**config.mk**
```make
export PLATFORM = sky130hd
export DESIGN_NAME = sfc_top
export DESIGN_NICKNAME = d
export VERILOG_FILES = /design/src/rtl/sfc_pkg.sv /design/src/rtl/sfc_decode.sv /design/src/rtl/sfc_encode.sv /design/src/rtl/sfc_top.sv
export SDC_FILE = /design/constraint.sdc
export NUM_CORES = 1
export LEC_CHECK = 0
export CAP_MARGIN = 20
export CORE_ASPECT_RATIO = 1.1
export CORE_MARGIN = 8
export CORE_UTILIZATION = 54
export DETAILED_ROUTE_END_ITERATION = 8
export PLACE_DENSITY_LB_ADDON = 0.08
export SETUP_SLACK_MARGIN = 0.05
export SLEW_MARGIN = 10
export SYNTH_ARGS = -nofsm -noshare
export SYNTH_HDL_FRONTEND = slang
export SYNTH_SLANG_ARGS = --single-unit
```
**constraint.sdc**
```tcl
create_clock -name clk -period 8.23 [get_ports clk]
set_input_delay 1.646 -clock clk [delete_from_list [all_inputs] [get_ports clk]]
set_output_delay 1.646 -clock clk [all_outputs]
set_load 0.05 [all_outputs]
```
**src/rtl/sfc_pkg.sv**
```systemverilog
package sfc_pkg;

  typedef enum logic [1:0] {
    ENC_SM = 2'd0,
    ENC_OC = 2'd1,
    ENC_TC = 2'd2
  } enc_e;

  // Code 3 is folded onto two's complement.
  function automatic enc_e enc_norm(input logic [1:0] code);
    case (code)
      2'd0:    enc_norm = ENC_SM;
      2'd1:    enc_norm = ENC_OC;
      default: enc_norm = ENC_TC;
    endcase
  endfunction

endpackage

```
**src/rtl/sfc_decode.sv**
```systemverilog
module sfc_decode
  import sfc_pkg::*;
#(
  parameter int WIDTH = 8
) (
  input  logic [WIDTH-1:0] word,
  input  enc_e             enc,
  output logic             sign,
  output logic [WIDTH-1:0] mag,
  output logic             neg_zero,
  output logic             tc_min
);
  localparam int LW = WIDTH - 1;
  localparam logic [WIDTH-1:0] ONE = {{(WIDTH-1){1'b0}}, 1'b1};

  logic [LW-1:0] low;

  // Two's complement negate: invert and add one.
  function automatic logic [WIDTH-1:0] tc_negate(input logic [WIDTH-1:0] v);
    tc_negate = (~v) + ONE;
  endfunction

  assign low  = word[LW-1:0];
  assign sign = word[WIDTH-1];

  always_comb begin
    case (enc)
      ENC_SM:  mag = {1'b0, low};
      ENC_OC:  mag = sign ? {1'b0, ~low} : {1'b0, low};
      default: mag = sign ? tc_negate(word) : word;
    endcase
  end

  assign neg_zero = sign && (mag == '0) && (enc != ENC_TC);
  assign tc_min   = (enc == ENC_TC) && sign && (low == '0);

endmodule

```
**src/rtl/sfc_encode.sv**
```systemverilog
module sfc_encode
  import sfc_pkg::*;
#(
  parameter int WIDTH = 8
) (
  input  logic             sign,
  input  logic [WIDTH-1:0] mag,
  input  enc_e             enc,
  output logic [WIDTH-1:0] word
);
  localparam int LW = WIDTH - 1;
  localparam logic [WIDTH-1:0] ONE = {{(WIDTH-1){1'b0}}, 1'b1};

  logic [LW-1:0] mlow;
  assign mlow = mag[LW-1:0];

  always_comb begin
    case (enc)
      ENC_SM:  word = {sign, mlow};
      ENC_OC:  word = sign ? ~{1'b0, mlow} : {1'b0, mlow};
      default: word = sign ? ((~mag) + ONE) : mag;
    endcase
  end

endmodule

```
**src/rtl/sfc_top.sv**
```systemverilog
module sfc_top
  import sfc_pkg::*;
#(
  parameter int WIDTH = 8
) (
  input  logic             clk,
  input  logic             rst,
  input  logic             in_valid,
  input  logic [WIDTH-1:0] in_word,
  input  logic [1:0]       src_fmt,
  input  logic [1:0]       dst_fmt,
  output logic             out_valid,
  output logic [WIDTH-1:0] out_word,
  output logic             out_negzero,
  output logic             out_unrep
);
  enc_e             src_enc, dst_enc;
  logic             dec_sign, dec_negzero, dec_tcmin;
  logic [WIDTH-1:0] dec_mag, enc_word;
  logic             pass_thru, sign_clean, unrep_now;
  logic [WIDTH-1:0] next_word;

  assign src_enc = enc_norm(src_fmt);
  assign dst_enc = enc_norm(dst_fmt);
  assign pass_thru = (src_enc == dst_enc);

  sfc_decode #(.WIDTH(WIDTH)) u_dec (
    .word     (in_word),
    .enc      (src_enc),
    .sign     (dec_sign),
    .mag      (dec_mag),
    .neg_zero (dec_negzero),
    .tc_min   (dec_tcmin)
  );

  // A negative zero loses its sign before re-encoding.
  assign sign_clean = dec_sign && !dec_negzero;

  sfc_encode #(.WIDTH(WIDTH)) u_enc (
    .sign (sign_clean),
    .mag  (dec_mag),
    .enc  (dst_enc),
    .word (enc_word)
  );

  assign unrep_now = dec_tcmin && !pass_thru;

  always_comb begin
    if (pass_thru)      next_word = in_word;
    else if (unrep_now) next_word = '0;
    else                next_word = enc_word;
  end

  always_ff @(posedge clk) begin
    if (rst) begin
      out_valid   <= 1'b0;
      out_word    <= '0;
      out_negzero <= 1'b0;
      out_unrep   <= 1'b0;
    end else begin
      out_valid <= in_valid;
      if (in_valid) begin
        out_word    <= next_word;
        out_negzero <= dec_negzero;
        out_unrep   <= unrep_now;
      end
    end
  end


  valid_lat_chk: assert property (@(posedge clk) disable iff (rst)
    in_valid |=> out_valid);


  idle_hold_chk: assert property (@(posedge clk) disable iff (rst)
    !in_valid |=> (!out_valid && $stable(out_word) && $stable(out_negzero) && $stable(out_unrep)));


  reset_clr_chk: assert property (@(posedge clk)
    rst |=> (!out_valid && out_word == '0 && !out_negzero && !out_unrep));


  unrep_zero_chk: assert property (@(posedge clk) disable iff (rst)
    out_unrep |-> (out_word == '0));


  negzero_clear_chk: assert property (@(posedge clk) disable iff (rst)
    (in_valid && dec_negzero && !pass_thru) |=> (out_word == '0 && out_negzero));


  flag_excl_chk: assert property (@(posedge clk) disable iff (rst)
    !(out_negzero && out_unrep));

endmodule

```
# Word level (Yosys, flattened, before mapping)
# Index checks and enable logic that the tools add are counted.
# op_classes
reduce_logical,14
addsub,2
n_bitwise,4
eq_ne,7
n_mux,10
# op_table
operator,count
$mux W8,5
$pmux W8 S2,2
$add A8 B1 Y8 const B,2
$not A8 Y8,2
$eq A2 B1 Y1 const B,4
$logic_not A2 Y1,4
$logic_not A8 Y1,1
$not A7 Y8,1
$pmux W2 S2,2
$logic_not A7 Y1,1
$mux W7,1
$not A7 Y7,1
$logic_and A1 B1 Y1,6
$eq A2 B2 Y1,1
$eq A2 B2 Y1 const B,1
$logic_not A1 Y1,2
$ne A2 B2 Y1 const B,1
# word_totals
word_cells,41
register_bits,11

# Longest topological paths before layout
# depth
word_depth,13
mapped_depth,12
depth_no_buf,12

# Cells and area by module
# From an unflattened synthesis, not the netlist that was laid out.
# hier_totals
cells_unflattened,163
hier_area_um2,1221.2
# modules_own_cells
mod,n_inst,area_per_inst_um2,cells_per_inst
sfc_top,1,630.6,78
sfc_decode,1,365.4,54
sfc_encode,1,225.2,31

# Least setup slack after synthesis
# Ideal clock, no wire load.
# synth_timing
path_kind,input-to-reg
start,input port in_word[7]
end,register out_word[6]
slack_ns,4.299
stages,11
arrival_time_ns,3.840
path_cell_list,clkbuf_1 clkbuf_1 nand3_1 o221a_2 ha_1 and2_1 a21oi_4 nor2_2 o211a_1 or4_1 a311oi_1
# synth_between
elab_chain_len,13
# synth_rtl
element,line_no,source
"start, declared",sfc_top.sv:9,"input logic [WIDTH-1:0] in_word,"
$not A8 Y8,sfc_decode.sv:20,tc_negate = (~v) + ONE;
$add A8 B1 Y8,sfc_decode.sv:20,
$mux W8,sfc_decode.sv:30,default: mag = sign ? tc_negate(word) : word;
$pmux W8 S2,sfc_decode.sv:27,case (enc)
$logic_not A8 Y1,sfc_decode.sv:34,assign neg_zero = sign && (mag == '0) && (enc != ENC_TC);
$logic_and A1 B1 Y1 (2 in a row),sfc_decode.sv:34,
$logic_not A1 Y1,sfc_top.sv:37,assign sign_clean = dec_sign && !dec_negzero;
$logic_and A1 B1 Y1,sfc_top.sv:37,
"$mux W8, on equally long branches","sfc_encode.sv:21, sfc_encode.sv:20",
$pmux W8 S2,sfc_encode.sv:18,case (enc)
$mux W8 (*),sfc_top.sv:50,else if (unrep_now) next_word = '0;
$mux W8 (*),sfc_top.sv:49,if (pass_thru) next_word = in_word;
"end signal, assigned",sfc_top.sv:63,out_word <= next_word;
"end, declared",sfc_top.sv:13,"output logic [WIDTH-1:0] out_word,"
# Every way passes the cells marked *; elsewhere a longest branch is shown, timed or not.
# A chain may end at the register's enable or synchronous reset.

# Final worst setup path
# Same ends and word-level chain as after synthesis.

==> summary.md <==
| Metric | Value |
|---|---|
| FF/Latch Area | 220 um2 |
| Htree depth | 1 |
| Detailed Routing Iterations Pass 1 | 4 |
| Routability cong. | 1.01 |
| Io pins | 26 |
| # Max-Cap Violations | 0 |
| Wire length per cell | 16.3 um |
| Multi-input logic area | 857 um2 |
| Setup-failing EPs final | 0 |
| Final hold violations | 0 |
| Cell taking the most area after synthesis | dfxtp_1 |
| YS warnings | 0 |
| Most frequent cells in the layout | 25 x clkdlybuf4s50_1, 18 x nor2_1, 13 x a21oi_1 |
| Max Slew Vio Count | 0 |
| Fin Clk Skew | 0 ps |
| PwrDens | 125 mW/mm2 |
| Total wire length | 3.27 mm |
| Area of the die | 0.00383 mm2 |
| Antenna viol nets, final | 0 |
| Total Routing Usage GR | 18.2% |
| Global Route met2 Usage | 30.5% |
| Largest net degree at the start of global routing | 18 |
| Post-synth top area share | 19.4% |
| Die width | 59.7 um |
| First-pass GRT wire length | 5.71 mm |
| Nets | 190 |
| Total negative setup slack | 0 ps |
| Most used DFF post-synth | dfxtp_1 |
| GRT met1 Usage | 22.3% |
| Syn nets | 170 |
| Max Root-Sink Buffers | 2 |
| Std cell rows | 17 |
| Antenna diodes | 0 |
| Fin crit share | 54.3% |
| Hold WS | 473 ps |
| Vias in the first global route | 1264 |
| GR peak layer | met2 |
| Least-Margin Pin Slew | 637 ps |
| Commonest non-fill, non-tap cell in the layout | clkdlybuf4s50_1 |
| Initial DRC count | 66 |
| RSZ-0062 raised after global routing | no |
| CTS tree | done |
| Vias/cell | 6.43 |
| Clock period minus worst slack | 4470 ps |
| Num Clock Sinks | 11 |
| Drt drc | 0 |
| Mean Syn Cell Area | 7.43 um2 |
| Tightest Hold Check Type | flip-flop to flip-flop |
| CTS buffer count | 3 |
| Area Overhead vs Synth | 23.9% |
| Max Fclk | 224 MHz |
| Run status | finished clean |
| Core Box Area | 0.00200 mm2 |
| Initial core utilization | 56.8% |
| CTS root buf | clkbuf_4 |
| DR vias | 1285 |
| Crit path max fanout | 17 |
| # hold bufs at CTS | 0 |
| Worst Path Required | 8410 ps |
| Crit Path Class | primary input to flip-flop |
| Cts repair resizes | 0 |
| Pleak | 0.511 nW |
| Register area share after synthesis | 19.4% |
| Yosys reg bits | 11 |
| # Post-CTS Setup Buffers | 0 |
| Share of cells above drive strength 1 | 8.14% |
| CP Launch Type | primary input |
| Ys async rst share | 0% |
| Clock latency on the worst-skew pair | 270 ps |
| Clock-pin slew on the worst setup and hold paths | 70 ps |
| Port bufs | 25 |
| Remaining global-route overflow | 0 |
| Top post-synthesis cells by area | dfxtp_1 19%, nor2_1 5.9%, a21oi_1 5.7% |
| M3 GR Usage | 1.60% |
| Die height | 64.1 um |
| Cells after Synth | 153 |
| Setup crit end kind | flip-flop |
| Peak VDD IR | 0.0000576 V |
| Synth Cell Area | 0.00114 mm2 |
| CP Data Arrival Time | 4650 ps |
| Dpl hpwl | 2.55 mm |
| Number of distinct library cells after synthesis | 56 |
| Post-synth EDFFs | 0 |
| Filler instances | 194 |
| Reg2reg setup slack | 7340 ps |
| Antenna violations before repair | 0 |
| Slew HR | 57.1% |
==> cells in the mapped netlist, types with 3 or more instances <==
master / number
xnor2_1: 6
xor2_1: 3
inv_1: 4
a31oi_1: 4
nor3_1: 5
a311oi_1: 3
nand4_1: 3
nand2_1: 12
nand3_1: 4
a21oi_1: 13
nand2b_1: 4
dfxtp_1: 11
clkbuf_1: 8
nor2_1: 18
a21o_1: 3
==> kinds of logic after synthesis <==
kind of cell               Yosys count  share of synthesized area [%]
and+or+nand+nor                     62                           29.3
AOI/OAI and AO/OA                   52                           35.2
buffers and inverters               15                           5.18
DFF                                 11                           19.4
xor gates and xnor gates             9                           6.94
muxes                                2                           1.76
adders and majority gates            2                           2.20
==> power breakdown <==
part / internal (W) / switching, W
clock network: 0.0000188 / 0.0000180
registers: 0.0000570 / 0.00000183
logic: 0.0000313 / 0.0000486
==> worst max-delay path, cell delays in order <==
cell,delay (ps)
clkdlybuf4s50_1,720
o21a_1,330
o221a_2,330
ha_1,240
and2_1,220
a21oi_4,200
nor2_2,80
o211a_1,150
or4_1,460
a311oi_1,260
==> layout make-up <==
type,count,share of cell area (%)
Inverter,5,1.33
Clock buffer,4,1.87
Multi-Input combinational cell,127,60.9
Timing Repair Buffer,25,17.8
Sequential cell,11,15.6
Tap cell,28,2.49
==> stage by stage <==
step                setup WS [ps]  total power, W  instance area (um2)  util (%)  cells
global placement             3670        0.000137                 1380      69.1    196
global route                 3640        0.000185                 1410      70.4    200
CTS                          3840        0.000175                 1410      70.4    200
floorplan                    4300        0.000114                 1140         -    153
detailed placement           3560        0.000139                 1380      69.1    196
finish                       3760        0.000175                 1410      70.4    200
==> registers in the layout, indices dropped and copies added, names as in the netlist <==
| signal | flops |
|---|---|
| out_word | 8 |
| out_negzero | 1 |
| out_unrep | 1 |
| out_valid | 1 |
==> worst paths after layout <==
path | cells past startpoint | from | end
worst min-delay path | 2 | out_unrep$_SDFFE_PP0P_ | out_unrep$_SDFFE_PP0P_
worst max-delay path | 10 | in_word[7] | out_word[6]$_SDFFE_PP0P_
worst min register to register | 2 | out_unrep$_SDFFE_PP0P_ | out_unrep$_SDFFE_PP0P_
worst max register to register | 5 | out_word[0]$_SDFFE_PP0P_ | out_word[0]$_SDFFE_PP0P_
==> layer usage <==
layer  vias up  part of all wire, %
met5         -                    0
met4         0                  2.3
met3        13                  7.2
met2        60                   49
met1       595                   42
li1        617                    -
(Power assumes the default switching activity.)
